`src/rtl/afmt_pkg.sv`:
```
// Package: shared encodings for the output formatter.
// Assumes: nothing; pure type definitions.
package afmt_pkg;
    typedef enum logic [1:0] {
        FMT_OFFSET     = 2'b00,
        FMT_TWOS       = 2'b01,
        FMT_GRAY       = 2'b10,
        FMT_OFFSET_ALT = 2'b11
    } fmt_e;

    typedef enum logic [1:0] {
        PD_FLOAT0 = 2'b00,
        PD_LOW    = 2'b01,
        PD_FLOAT1 = 2'b10,
        PD_HIGH   = 2'b11
    } pd_e;

    localparam int NUM_BUS = 2;
endpackage

```
`src/rtl/afmt_coder.sv`:
```
// Module: afmt_coder
// Converts a raw offset-binary word to the selected output number format.
// Assumes: the raw word is offset binary (all zeros = most negative).
module afmt_coder
    import afmt_pkg::*;
#(
    parameter int W = 10
) (
    input  logic [W-1:0] raw,
    input  logic [1:0]   fmt,
    output logic [W-1:0] coded
);
    logic [W-1:0] gray;

    // Gray code: each bit is the XOR of itself and its upper neighbour.
    for (genvar i = 0; i < W; i++) begin : g_gray
        if (i == W-1) begin : g_top
            assign gray[i] = raw[i];
        end else begin : g_low
            assign gray[i] = raw[i] ^ raw[i+1];
        end
    end

    // Format select.
    always_comb begin
        case (fmt_e'(fmt))
            FMT_TWOS: coded = {~raw[W-1], raw[W-2:0]};
            FMT_GRAY: coded = gray;
            default:  coded = raw;
        endcase
    end
endmodule

```
`src/rtl/afmt_bitrev.sv`:
```
// Module: afmt_bitrev
// Optionally mirrors the bit order of a word.
// Assumes: the enable is static for the word being passed.
module afmt_bitrev #(
    parameter int W = 10
) (
    input  logic [W-1:0] din,
    input  logic         en,
    output logic [W-1:0] dout
);
    logic [W-1:0] mirrored;

    // Mirror wiring.
    for (genvar i = 0; i < W; i++) begin : g_mir
        assign mirrored[i] = din[W-1-i];
    end

    // Select mirrored or straight order.
    assign dout = en ? mirrored : din;
endmodule

```
`src/rtl/afmt_avg.sv`:
```
// Module: afmt_avg
// Forms the truncated mean of two raw words and the combined range flag.
// Assumes: both words are unsigned offset-binary codes.
module afmt_avg #(
    parameter int W = 10
) (
    input  logic [W-1:0] a,
    input  logic [W-1:0] b,
    input  logic         a_oor,
    input  logic         b_oor,
    output logic [W-1:0] mean,
    output logic         mean_oor
);
    localparam int SW = W + 1;
    logic [SW-1:0] sum;

    // Full-width sum, then drop the LSB.
    assign sum      = {1'b0, a} + {1'b0, b};
    assign mean     = W'(sum >> 1);
    assign mean_oor = a_oor | b_oor;
endmodule

```
`src/rtl/afmt_pin_drv.sv`:
```
// Module: afmt_pin_drv
// Registered pin stage of one bus: data, flag and clock with enables,
// applying the power-down pin state and the flag/clock driver disables.
// Assumes: pd_state encoding from afmt_pkg; disables override power-down.
module afmt_pin_drv
    import afmt_pkg::*;
#(
    parameter int W = 10
) (
    input  logic         clk,
    input  logic         rst_n,
    input  logic [W-1:0] word,
    input  logic         flag,
    input  logic         ck_nxt,
    input  logic         pd,
    input  logic [1:0]   pd_state,
    input  logic         oor_dis,
    input  logic         dclk_dis,
    output logic [W-1:0] d,
    output logic [W-1:0] d_oe,
    output logic         fl,
    output logic         fl_oe,
    output logic         ck,
    output logic         ck_oe
);
    logic pd_drive;
    logic pd_level;

    // Decode the power-down pin state.
    always_comb begin
        case (pd_e'(pd_state))
            PD_LOW:  begin pd_drive = 1'b1; pd_level = 1'b0; end
            PD_HIGH: begin pd_drive = 1'b1; pd_level = 1'b1; end
            default: begin pd_drive = 1'b0; pd_level = 1'b0; end
        endcase
    end

    // Output registers for every pin of the bus.
    always_ff @(posedge clk) begin
        if (!rst_n) begin
            d     <= '0;
            d_oe  <= '0;
            fl    <= 1'b0;
            fl_oe <= 1'b0;
            ck    <= 1'b0;
            ck_oe <= 1'b0;
        end else if (pd) begin
            d     <= {W{pd_level}};
            d_oe  <= {W{pd_drive}};
            fl    <= !oor_dis && pd_level;
            fl_oe <= !oor_dis && pd_drive;
            ck    <= !dclk_dis && pd_level;
            ck_oe <= !dclk_dis && pd_drive;
        end else begin
            d     <= word;
            d_oe  <= '1;
            fl    <= !oor_dis && flag;
            fl_oe <= !oor_dis;
            ck    <= !dclk_dis && ck_nxt;
            ck_oe <= !dclk_dis;
        end
    end
endmodule

```
`src/rtl/adc_out_formatter.sv`:
```
// Module: adc_out_formatter
// Captures one raw word per channel every sample period (two word-clock
// cycles), encodes it, routes it in dual, interleaved or averaging mode,
// mirrors per bus and drives two registered output buses.
// Assumes: clk runs at twice the sample rate; controls are held steady
// across both loads of a sample.
module adc_out_formatter
    import afmt_pkg::*;
#(
    parameter int DATA_W = 10
) (
    input  logic              clk,
    input  logic              rst_n,
    input  logic [DATA_W-1:0] ch_a_data,
    input  logic              ch_a_oor,
    input  logic [DATA_W-1:0] ch_b_data,
    input  logic              ch_b_oor,
    input  logic [1:0]        fmt_sel,
    input  logic              mux_en,
    input  logic              mux_bus_sel,
    input  logic              avg_en,
    input  logic              rev_a,
    input  logic              rev_b,
    input  logic              pwr_down,
    input  logic [1:0]        pd_state,
    input  logic              oor_dis,
    input  logic              dclk_dis,
    output logic [DATA_W-1:0] bus_a_d,
    output logic [DATA_W-1:0] bus_a_d_oe,
    output logic              bus_a_or,
    output logic              bus_a_or_oe,
    output logic              bus_a_ck,
    output logic              bus_a_ck_oe,
    output logic [DATA_W-1:0] bus_b_d,
    output logic [DATA_W-1:0] bus_b_d_oe,
    output logic              bus_b_or,
    output logic              bus_b_or_oe,
    output logic              bus_b_ck,
    output logic              bus_b_ck_oe
);
    localparam int W      = DATA_W;
    localparam int NCODE  = 3;   // channel A, channel B, average
    localparam int IDX_A  = 0;
    localparam int IDX_B  = 1;
    localparam int IDX_M  = 2;

    logic         phase_q;       // 1: next load is first word
    logic [W-1:0] cap_a, cap_b;
    logic         cap_oa, cap_ob;
    logic [W-1:0] mean;
    logic         mean_oor;
    logic [W-1:0] raw_v   [NCODE];
    logic [W-1:0] code_v  [NCODE];
    logic [W-1:0] word_pre [NUM_BUS];
    logic         flag_pre [NUM_BUS];
    logic [W-1:0] word_out [NUM_BUS];
    logic         rev_v    [NUM_BUS];
    logic [W-1:0] d_v      [NUM_BUS];
    logic [W-1:0] doe_v    [NUM_BUS];
    logic         fl_v     [NUM_BUS];
    logic         floe_v   [NUM_BUS];
    logic         ck_v     [NUM_BUS];
    logic         ckoe_v   [NUM_BUS];

    // Half-period phase: toggles every word clock.
    always_ff @(posedge clk) begin
        if (!rst_n) phase_q <= 1'b0;
        else        phase_q <= ~phase_q;
    end

    // Sample capture at the start of each sample period.
    always_ff @(posedge clk) begin
        if (!rst_n) begin
            cap_a  <= '0;
            cap_b  <= '0;
            cap_oa <= 1'b0;
            cap_ob <= 1'b0;
        end else if (!phase_q) begin
            cap_a  <= ch_a_data;
            cap_b  <= ch_b_data;
            cap_oa <= ch_a_oor;
            cap_ob <= ch_b_oor;
        end
    end

    afmt_avg #(.W(W)) u_avg (
        .a        (cap_a),
        .b        (cap_b),
        .a_oor    (cap_oa),
        .b_oor    (cap_ob),
        .mean     (mean),
        .mean_oor (mean_oor)
    );

    assign raw_v[IDX_A] = cap_a;
    assign raw_v[IDX_B] = cap_b;
    assign raw_v[IDX_M] = mean;

    for (genvar c = 0; c < NCODE; c++) begin : g_code
        afmt_coder #(.W(W)) u_coder (
            .raw   (raw_v[c]),
            .fmt   (fmt_sel),
            .coded (code_v[c])
        );
    end

    // Route words to buses according to the mode.
    always_comb begin
        logic [W-1:0] stream_w;
        logic         stream_f;
        logic         prim_b;
        prim_b   = mux_bus_sel;
        stream_w = '0;
        stream_f = 1'b0;
        for (int i = 0; i < NUM_BUS; i++) begin
            word_pre[i] = '0;
            flag_pre[i] = 1'b0;
        end
        if (avg_en) begin
            stream_w = code_v[IDX_M];
            stream_f = mean_oor;
        end else if (phase_q ^ prim_b) begin
            stream_w = code_v[IDX_A];
            stream_f = cap_oa;
        end else begin
            stream_w = code_v[IDX_B];
            stream_f = cap_ob;
        end
        if (avg_en || mux_en) begin
            word_pre[prim_b] = stream_w;
            flag_pre[prim_b] = stream_f;
        end else begin
            word_pre[0] = code_v[IDX_A];
            flag_pre[0] = cap_oa;
            word_pre[1] = code_v[IDX_B];
            flag_pre[1] = cap_ob;
        end
    end

    assign rev_v[0] = rev_a;
    assign rev_v[1] = rev_b;

    for (genvar b = 0; b < NUM_BUS; b++) begin : g_bus
        afmt_bitrev #(.W(W)) u_rev (
            .din  (word_pre[b]),
            .en   (rev_v[b]),
            .dout (word_out[b])
        );

        afmt_pin_drv #(.W(W)) u_pins (
            .clk      (clk),
            .rst_n    (rst_n),
            .word     (word_out[b]),
            .flag     (flag_pre[b]),
            .ck_nxt   (~phase_q),
            .pd       (pwr_down),
            .pd_state (pd_state),
            .oor_dis  (oor_dis),
            .dclk_dis (dclk_dis),
            .d        (d_v[b]),
            .d_oe     (doe_v[b]),
            .fl       (fl_v[b]),
            .fl_oe    (floe_v[b]),
            .ck       (ck_v[b]),
            .ck_oe    (ckoe_v[b])
        );
    end

    assign bus_a_d     = d_v[0];
    assign bus_a_d_oe  = doe_v[0];
    assign bus_a_or    = fl_v[0];
    assign bus_a_or_oe = floe_v[0];
    assign bus_a_ck    = ck_v[0];
    assign bus_a_ck_oe = ckoe_v[0];
    assign bus_b_d     = d_v[1];
    assign bus_b_d_oe  = doe_v[1];
    assign bus_b_or    = fl_v[1];
    assign bus_b_or_oe = floe_v[1];
    assign bus_b_ck    = ck_v[1];
    assign bus_b_ck_oe = ckoe_v[1];
endmodule

```
`config.mk`:
```
export PLATFORM = sky130hd
export DESIGN_NAME = adc_out_formatter
export DESIGN_NICKNAME = d
export VERILOG_FILES = /design/src/rtl/afmt_pkg.sv /design/src/rtl/afmt_coder.sv /design/src/rtl/afmt_bitrev.sv /design/src/rtl/afmt_avg.sv /design/src/rtl/afmt_pin_drv.sv /design/src/rtl/adc_out_formatter.sv
export SDC_FILE = /design/constraint.sdc
export NUM_CORES = 1
export LEC_CHECK = 0
export ABC_CLOCK_PERIOD_IN_PS = 8600
export CAP_MARGIN = 20
export CORE_MARGIN = 2
export CORE_UTILIZATION = 40
export DETAILED_ROUTE_END_ITERATION = 10
export MAX_ROUTING_LAYER = met4
export PLACE_DENSITY = 0.69
export RECOVER_POWER = 50
export SLEW_MARGIN = 15
export SYNTH_ARGS = -nofsm -noshare
export SYNTH_HDL_FRONTEND = slang
export SYNTH_HIERARCHICAL = 1
export SYNTH_SLANG_ARGS = --single-unit
```
`constraint.sdc`:
```
create_clock -name clk -period 8.6 [get_ports clk]
set_clock_uncertainty 0.1 [all_clocks]
set_input_delay 1.29 -clock clk [delete_from_list [all_inputs] [get_ports clk]]
set_output_delay 1.29 -clock clk [all_outputs]
set_load 0.05 [all_outputs]
```
# Word-level counts from Yosys, hierarchy flattened
# Index checks and enable logic that the tools add are counted.
[totals]
register_bits = 58
[classes]
n_reduce_logical = 12
muxes = 25
n_addsub = 1
eq_ne = 4
magnitude_cmp = 2
bitwise_logic = 36
[op_table]
columns = ["op", "n"]
rows = [
  ["10-bit 2-to-1 mux", 8],
  ["10-bit case mux with 2 select lines", 3],
  ["1-bit bitwise XOR", 28],
  ["20-bit AND", 1],
  ["20-bit 2-to-1 mux", 1],
  ["10-bit by 10-bit adder with 11-bit output", 1],
  ["10-bit demux with 1-bit select", 1],
  ["1-bit 2-to-1 mux", 10],
  ["1-bit logical AND", 8],
  ["2-bit by 1-bit == test with 1-bit output, second input constant", 2],
  ["2-bit == test, second input constant", 2],
  ["1-bit inverter", 4],
  ["2-bit AND", 1],
  ["2-bit >= comparator, second input constant", 1],
  ["1-bit logical NOT", 2],
  ["2-bit by 1-bit less-than comparator with 1-bit output, second input constant", 1],
  ["2-bit 2-to-1 mux", 1],
  ["1-bit inverter with 2-bit output", 1],
  ["2-bit OR reduction", 1],
  ["1-bit demux with 1-bit select", 1],
  ["1-bit logical OR", 1],
  ["1-bit OR", 1],
]

# Longest topological paths before layout
# Gate-level depths: netlist of run 1.
[depth]
depth_word = 9
depth_mapped = 15
ltp_nobuf = 15

# Hierarchy
# Netlist of run 1, hierarchy kept.
[modules_own_cells]
columns = ["mod", "cells_each", "area_per_inst_um2", "instances"]
rows = [
  ["adc_out_formatter", 162, 1485.2, 1],
  ["afmt_pin_drv", 58, 628.1, 2],
  ["afmt_coder", 47, 359.1, 3],
  ["afmt_avg", 57, 420.4, 1],
  ["afmt_bitrev", 11, 161.4, 2],
]

# Least setup slack after synthesis of run 1
# OpenSTA, ideal clock, no wires.
[synth_timing]
path_type = "in2reg"
from = "input fmt_sel[0]"
to = "register g_bus[1].u_pins.d[0]"
arrival_ns = 2.895
setup_time_ns = 0.066
n_path_buf = 2
slack_ns = 5.539
path_stages = 10
cell_sequence = "inv_1 ha_1 clkbuf_2 buf_6 o31ai_1 a22oi_1 o21ai_0 mux2_4 nand2b_1 a21boi_2"
[synth_lines]
columns = ["item", "line", "rtl"]
rows = [
  ["from (decl)", "adc_out_formatter.sv:18", "input logic [1:0] fmt_sel,"],
  ["to (signal assigned)", "afmt_pin_drv.sv:48", "d <= {W{pd_level}};"],
  ["to (signal assigned)", "afmt_pin_drv.sv:55", "d <= word;"],
  ["to (decl)", "afmt_pin_drv.sv:19", "output logic [W-1:0] d,"],
]

==> results of run 1 <==
[synthesized netlist by cell type (9+ instances only)]
cell	instances	area, um^2
dfxtp_1	53	1060
nor2b_1	31	194
nand2b_1	30	188
o21ai_1	29	145
a22oi_1	28	210
nand3_1	27	135
nand4bb_1	27	304
o21ai_0	26	130
nand3b_1	24	180
mux2i_1	22	220
mux2_4	20	300
buf_4	18	135
ha_1	18	225
a21boi_2	16	180
buf_6	15	169
inv_1	13	48.8
buf_2	11	55.1
a32oi_1	10	87.6
nor2_1	9	33.8
[final cells by class]
cell class,instances,share of cell area
multi-input cells,378,0.567
flip-flops and latches,53,0.199
repair buffers,86,0.159
well taps,140,0.0327
clock buffers,6,0.0260
inverters,14,0.00982
clock inverters,2,0.00702
[path summary, 6_finish.rpt]
check	start	end	slack (ns)	cells after the start
worst max-delay path	fmt_sel[0]	g_bus[1].u_pins/d[5]	4.81	10
worst min-delay path	cap_oa	cap_oa	0.44	2
worst max register to register	cap_a[1]	g_bus[1].u_pins/d[7]	5.05	14
worst min register to register	cap_oa	cap_oa	0.44	2
[state kept, by name, indices dropped and copies added, names as in the netlist, 2 cells and up]
register            cells
g_bus.u_pins/d_oe       2
g_bus.u_pins/ck_oe      2
g_bus.u_pins/fl         2
cap_a                  10
g_bus.u_pins/ck         2
g_bus.u_pins/d         20
g_bus.u_pins/fl_oe      2
cap_b                  10
[per-stage QoR]
stage               utilization  instance area, um^2
floorplan                     -                 4560
global route              0.487                 5350
global placement          0.471                 5180
CTS                       0.487                 5350
finish                    0.487                 5350
detailed placement        0.471                 5180
[critical path, delay by kind of cell]
family / cells / cell delay [ns]
and+or+nand+nor: 3 / 0.50
adders and majority gates: 1 / 0.61
buffers and inverters: 2 / 0.74
AOI/OAI and AO/OA: 3 / 0.43
muxes: 1 / 0.30
[per-layer routing]
| layer | track usage | vias up | part of all wire |
|---|---|---|---|
| met3 | 0.0306 | 14 | 0.053 |
| met5 | - | - | 0 |
| met4 | 0.0533 | 0 | 0.018 |
| met2 | 0.301 | 137 | 0.48 |
| li1 | - | 1897 | - |
| met1 | 0.216 | 1809 | 0.45 |
[power groups by stage]
stage / combinational (W) / clock, W / sequential (W)
4_1_cts: 0.000280 / 0.000238 / 0.000278
3_5_place_dp: 0.000280 / 0 / 0.000284
3_3_place_gp: 0.000276 / 0 / 0.000283
6_report: 0.000279 / 0.000231 / 0.000278
5_1_grt: 0.000300 / 0.000246 / 0.000280
2_1_floorplan: 0.000193 / 0 / 0.000305
[cell families after synthesis]
family / Yosys count / synth area share
compound gates: 144 / 0.230
xor+xnor: 7 / 0.0134
fa+ha+maj: 19 / 0.0538
buf+inv: 67 / 0.102
flops: 53 / 0.233
mux: 42 / 0.114
simple gates: 166 / 0.254
==> flow_metrics.tcl, run 1 <==
set metrics [dict create \
    outcome "complete, but fails checks" \
    violations "max-capacitance violations, max-slew violations" \
    fp.dieArea_um2 12300 \
    clk_latency_ns 0.29 \
    crit_path_top_delay_cell "clkdlybuf4s50_1" \
    io-pin-count 84 \
    rows 38 \
    avgViaCountPerCell 5.68 \
    grt_max_degree 50 \
    internal_power_w 0.000524 \
    synth_edf_count 0 \
    start_kind "input port" \
    cts_buffers 5 \
    endpoint_kind "register" \
    power_frac_comb 0.354 \
    cts_buffer_depth 2 \
    antenna_left 0 \
    place_ws_ns 4.54 \
    diodes 0 \
    rsz0062_at_grt "no" \
    synth.avg_cell_area_um2 9.16 \
    dr.pass1.iters 5 \
    grt_pass1_vias 3535 \
    slew_violations 50 \
    start_util 0.415 \
    clk_pin_slew_ns 0.07 \
    portBuffers 83 \
    synth_cell_types 51 \
    grt_usage 0.177 \
    finalHoldViolCount 0 \
    relSlewSlack -0.0525 \
    grt_antenna_before_repair 0 \
    drt-initial-drc-count 124 \
    p_sw_frac 0.336 \
    die_w_um 111 \
    worst_pin_slew_ns 1.58 \
    synthArstFlopShare 0 \
    yosysSeqAreaShare 0.233 \
    routedWlPerCell_um 16.1 \
    area_growth_pct 17.3 \
    grt_overflow 0 \
    cts_resized 0 \
    cts.sinks 53 \
    root_buffer "clkbuf_16" \
    totalWireLength_mm 10.9 \
    hold_path.class "reg -> reg" \
    die_height_um 111 \
    drc 0 \
    power_leakage_nw 2.03 \
    p_per_area_nw_per_um2 147 \
    maxCapViolations 1 \
    htree_levels 2 \
    p_switching_w 0.000265 \
    required_ns 8.68 \
    irDropWorstVdd_v 0.0000744 \
    layout-drive-gt1-share 0.124 \
    cts_hold_buf 0 \
    cts_tree "done" \
    syn_inst 498 \
    num-nets-final 593 \
    multi_input_area_um2 3030 \
    grt_pass1_wl_mm 17.6 \
    instances_no_fill 679 \
    hold_ws_ns 0.435 \
    post_cts.repair.setup_buffers 0 \
    final_cell_mix "clkdlybuf4s50_1, dfxtp_1, nor2b_1" \
    gp_congestion 0.822 \
    route.vias.total 3857 \
    power.total_w 0.000788 \
    period_needed_ns 3.79 \
    ys.flop_type "dfxtp_1" \
    coreArea_um2 11000 \
    syn_area_um2 4560 \
    n_fill_cell 1045 \
    worst-setup-path-type "in -> reg" \
    fin_setup_tns_ns 0 \
    period_share 0.441 \
    regArea_um2 1060 \
    syn-num-nets 553 \
    cp_data_arrival_time_ns 3.86 \
    fmax_mhz 264 \
    p_clk_frac 0.294 \
    max_stage_delay_ns 0.66 \
    setup_viol 0 \
    fin_ws_ns 4.81 \
    yosys_warnings 6 \
    path_cells "clkdlybuf4s50_1 > inv_1 > ha_1 > nand4bb_1 > nand3_1 > a22oi_1 > o21ai_1 > mux2_4 > nand2b_1 > a21boi_2" \
    hpwlAfterDp_mm 8.35 \
    dp.cells 671 \
    layout.cells.most_common "clkdlybuf4s50_1" \
    share_seq_of_total_power 0.352 \
    ys_seq_elements 53 \
    critPathMaxFanout 20 \
]
No activity file was read; power rests on OpenSTA's default activity.
==> run 2, diff against run 1 <==
Settings changed: ABC_CLOCK_PERIOD_IN_PS 8600 to 3900.
Clock period 8.6 ns to 3.9 ns, I/O delays scaled along.
==> flow_metrics.tcl, run 2 (synthesized netlist as in run 1, its figures left out) <==
set metrics [dict create \
    outcome "complete, but fails checks" \
    violations "max-capacitance violations, max-slew violations" \
    crit_path_top_delay_cell "dfxtp_1" \
    layout-drive-gt1-share 0.129 \
    worst_pin_slew_ns 1.63 \
    cts_hold_buf 0 \
    finalHoldViolCount 0 \
    critPathMaxFanout 8 \
    cp_data_arrival_time_ns 3.51 \
    p_per_area_nw_per_um2 319 \
    layout.cells.most_common "clkdlybuf4s50_1" \
    fin_setup_tns_ns 0 \
    stdcell_area_um2 5350 \
    num-nets-final 596 \
    setup_viol 0 \
    diodes 0 \
    multi_input_area_um2 3030 \
    start_util 0.415 \
    cts_buffers 5 \
    grt_usage 0.191 \
    antenna_left 0 \
    portBuffers 83 \
    cts_resized 0 \
    instances_no_fill 682 \
    largest_reg_flops 20 \
    final_core_util 0.487 \
    worst-setup-path-type "reg -> reg" \
    final_cell_mix "clkdlybuf4s50_1, dfxtp_1, nor2b_1" \
    required_ns 3.96 \
    htree_levels 2 \
    dr.pass1.iters 5 \
    avgViaCountPerCell 5.80 \
    grt_overflow 0 \
    period_needed_ns 3.45 \
    die_w_um 111 \
    gp_congestion 0.949 \
    slew_violations 50 \
    drc 0 \
    regArea_um2 1060 \
    endpoint_kind "register" \
    n_fill_cell 1047 \
    rsz0062_at_grt "no" \
    routedWlPerCell_um 17.1 \
    fmax_mhz 290 \
    top_regs "g_bus.u_pins/d: 20 flops, cap_a: 10 flops, cap_b: 10 flops" \
    rows 38 \
    grt_max_degree 50 \
    start_kind "register" \
    root_buffer "clkbuf_16" \
    period_share 0.884 \
    route.vias.total 3958 \
    cts_buffer_depth 2 \
    coreArea_um2 11000 \
    reg2reg_slack_ns 0.45 \
    die_height_um 111 \
    drt-initial-drc-count 277 \
    hpwlAfterDp_mm 8.82 \
    max_stage_delay_ns 0.49 \
    post_cts.repair.setup_buffers 0 \
    clk_latency_ns 0.30 \
    totalWireLength_mm 11.7 \
    path_cells "inv_1 > fa_1 > nor2b_1 > o21ai_0 > o211a_1 > a21oi_1 > xor2_1 > nand3b_1 > nand3_1 > a32oi_1 > o21ai_1 > mux2_4 > nand2b_1 > a21boi_0" \
    grt_antenna_before_repair 0 \
    power_leakage_nw 2.03 \
    io-pin-count 84 \
    maxCapViolations 1 \
    fp.dieArea_um2 12300 \
    dpl-instance-area_um2 5200 \
    hold_path.class "reg -> reg" \
    area_growth_pct 17.2 \
    cts_tree "done" \
    relSlewSlack -0.0849 \
    top_register "g_bus.u_pins/d" \
    grt_pass1_wl_mm 18.7 \
    dp.cells 674 \
    cts.sinks 53 \
    irDropWorstVdd_v 0.000175 \
    power.total_w 0.00171 \
    clk_pin_slew_ns 0.08 \
    grt_pass1_vias 3630 \
]
[run 2: changes by cell type in the layout (fill, tap and decap cells not counted), sizes merged]
cell	delta
buf	+3
bufinv	-1
clkbuf	-1
inv	+1
clkinvlp	+1
[run 2: worst max-delay path: cells and delay by family, from the launching register on]
| family | cells | cell delay, ns |
|---|---|---|
| flip-flops | 1 | 0.49 |
| AO/OA/AOI/OAI | 6 | 0.95 |
| AND/OR/NAND/NOR | 4 | 0.49 |
| adder cells (fa/ha/maj) | 1 | 0.48 |
| buffers and inverters | 1 | 0.11 |
| XOR/XNOR | 1 | 0.40 |
| multiplexers | 1 | 0.28 |
[run 2: area by class of cell]
type,instances,share of cell area
inverter,14,0.00983
sequential,53,0.199
clock inverter,3,0.00491
timing repair buffer,89,0.163
multi-input combinational,378,0.567
clock buffer,5,0.0234
tap,140,0.0328
[run 2: report_power, final]
part	internal [W]	switching (W)
sequential	0.000574	0.0000442
combinational	0.000262	0.000354
clock	0.000243	0.000229
[run 2: final timing paths]
| check | from | end | depth (start not counted) |
|---|---|---|---|
| worst max-delay path | cap_a[1] | g_bus[1].u_pins/d[6] | 14 |
| worst min register to register | cap_ob | cap_ob | 2 |
| worst max register to register | cap_a[1] | g_bus[1].u_pins/d[6] | 14 |
| worst min-delay path | cap_ob | cap_ob | 2 |
[run 2: metrics by stage]
| stage | worst slack, ns | hold WS, ns |
|---|---|---|
| 2_1_floorplan | 0.909 | 0.392 |
| 3_3_place_gp | 0.607 | 0.412 |
| 3_5_place_dp | 0.525 | 0.431 |
| 4_1_cts | 0.487 | 0.445 |
| 5_1_grt | 0.218 | 0.475 |
| 6_report | 0.452 | 0.443 |
[run 2: layer usage]
metal  vias up  part of all wire  global-route usage
met2       161              0.48               0.315
met4         0             0.035              0.0767
met1      1863              0.42               0.232
met3        30             0.065              0.0334
met5         -                 0                   -
li1       1904                 -                   -
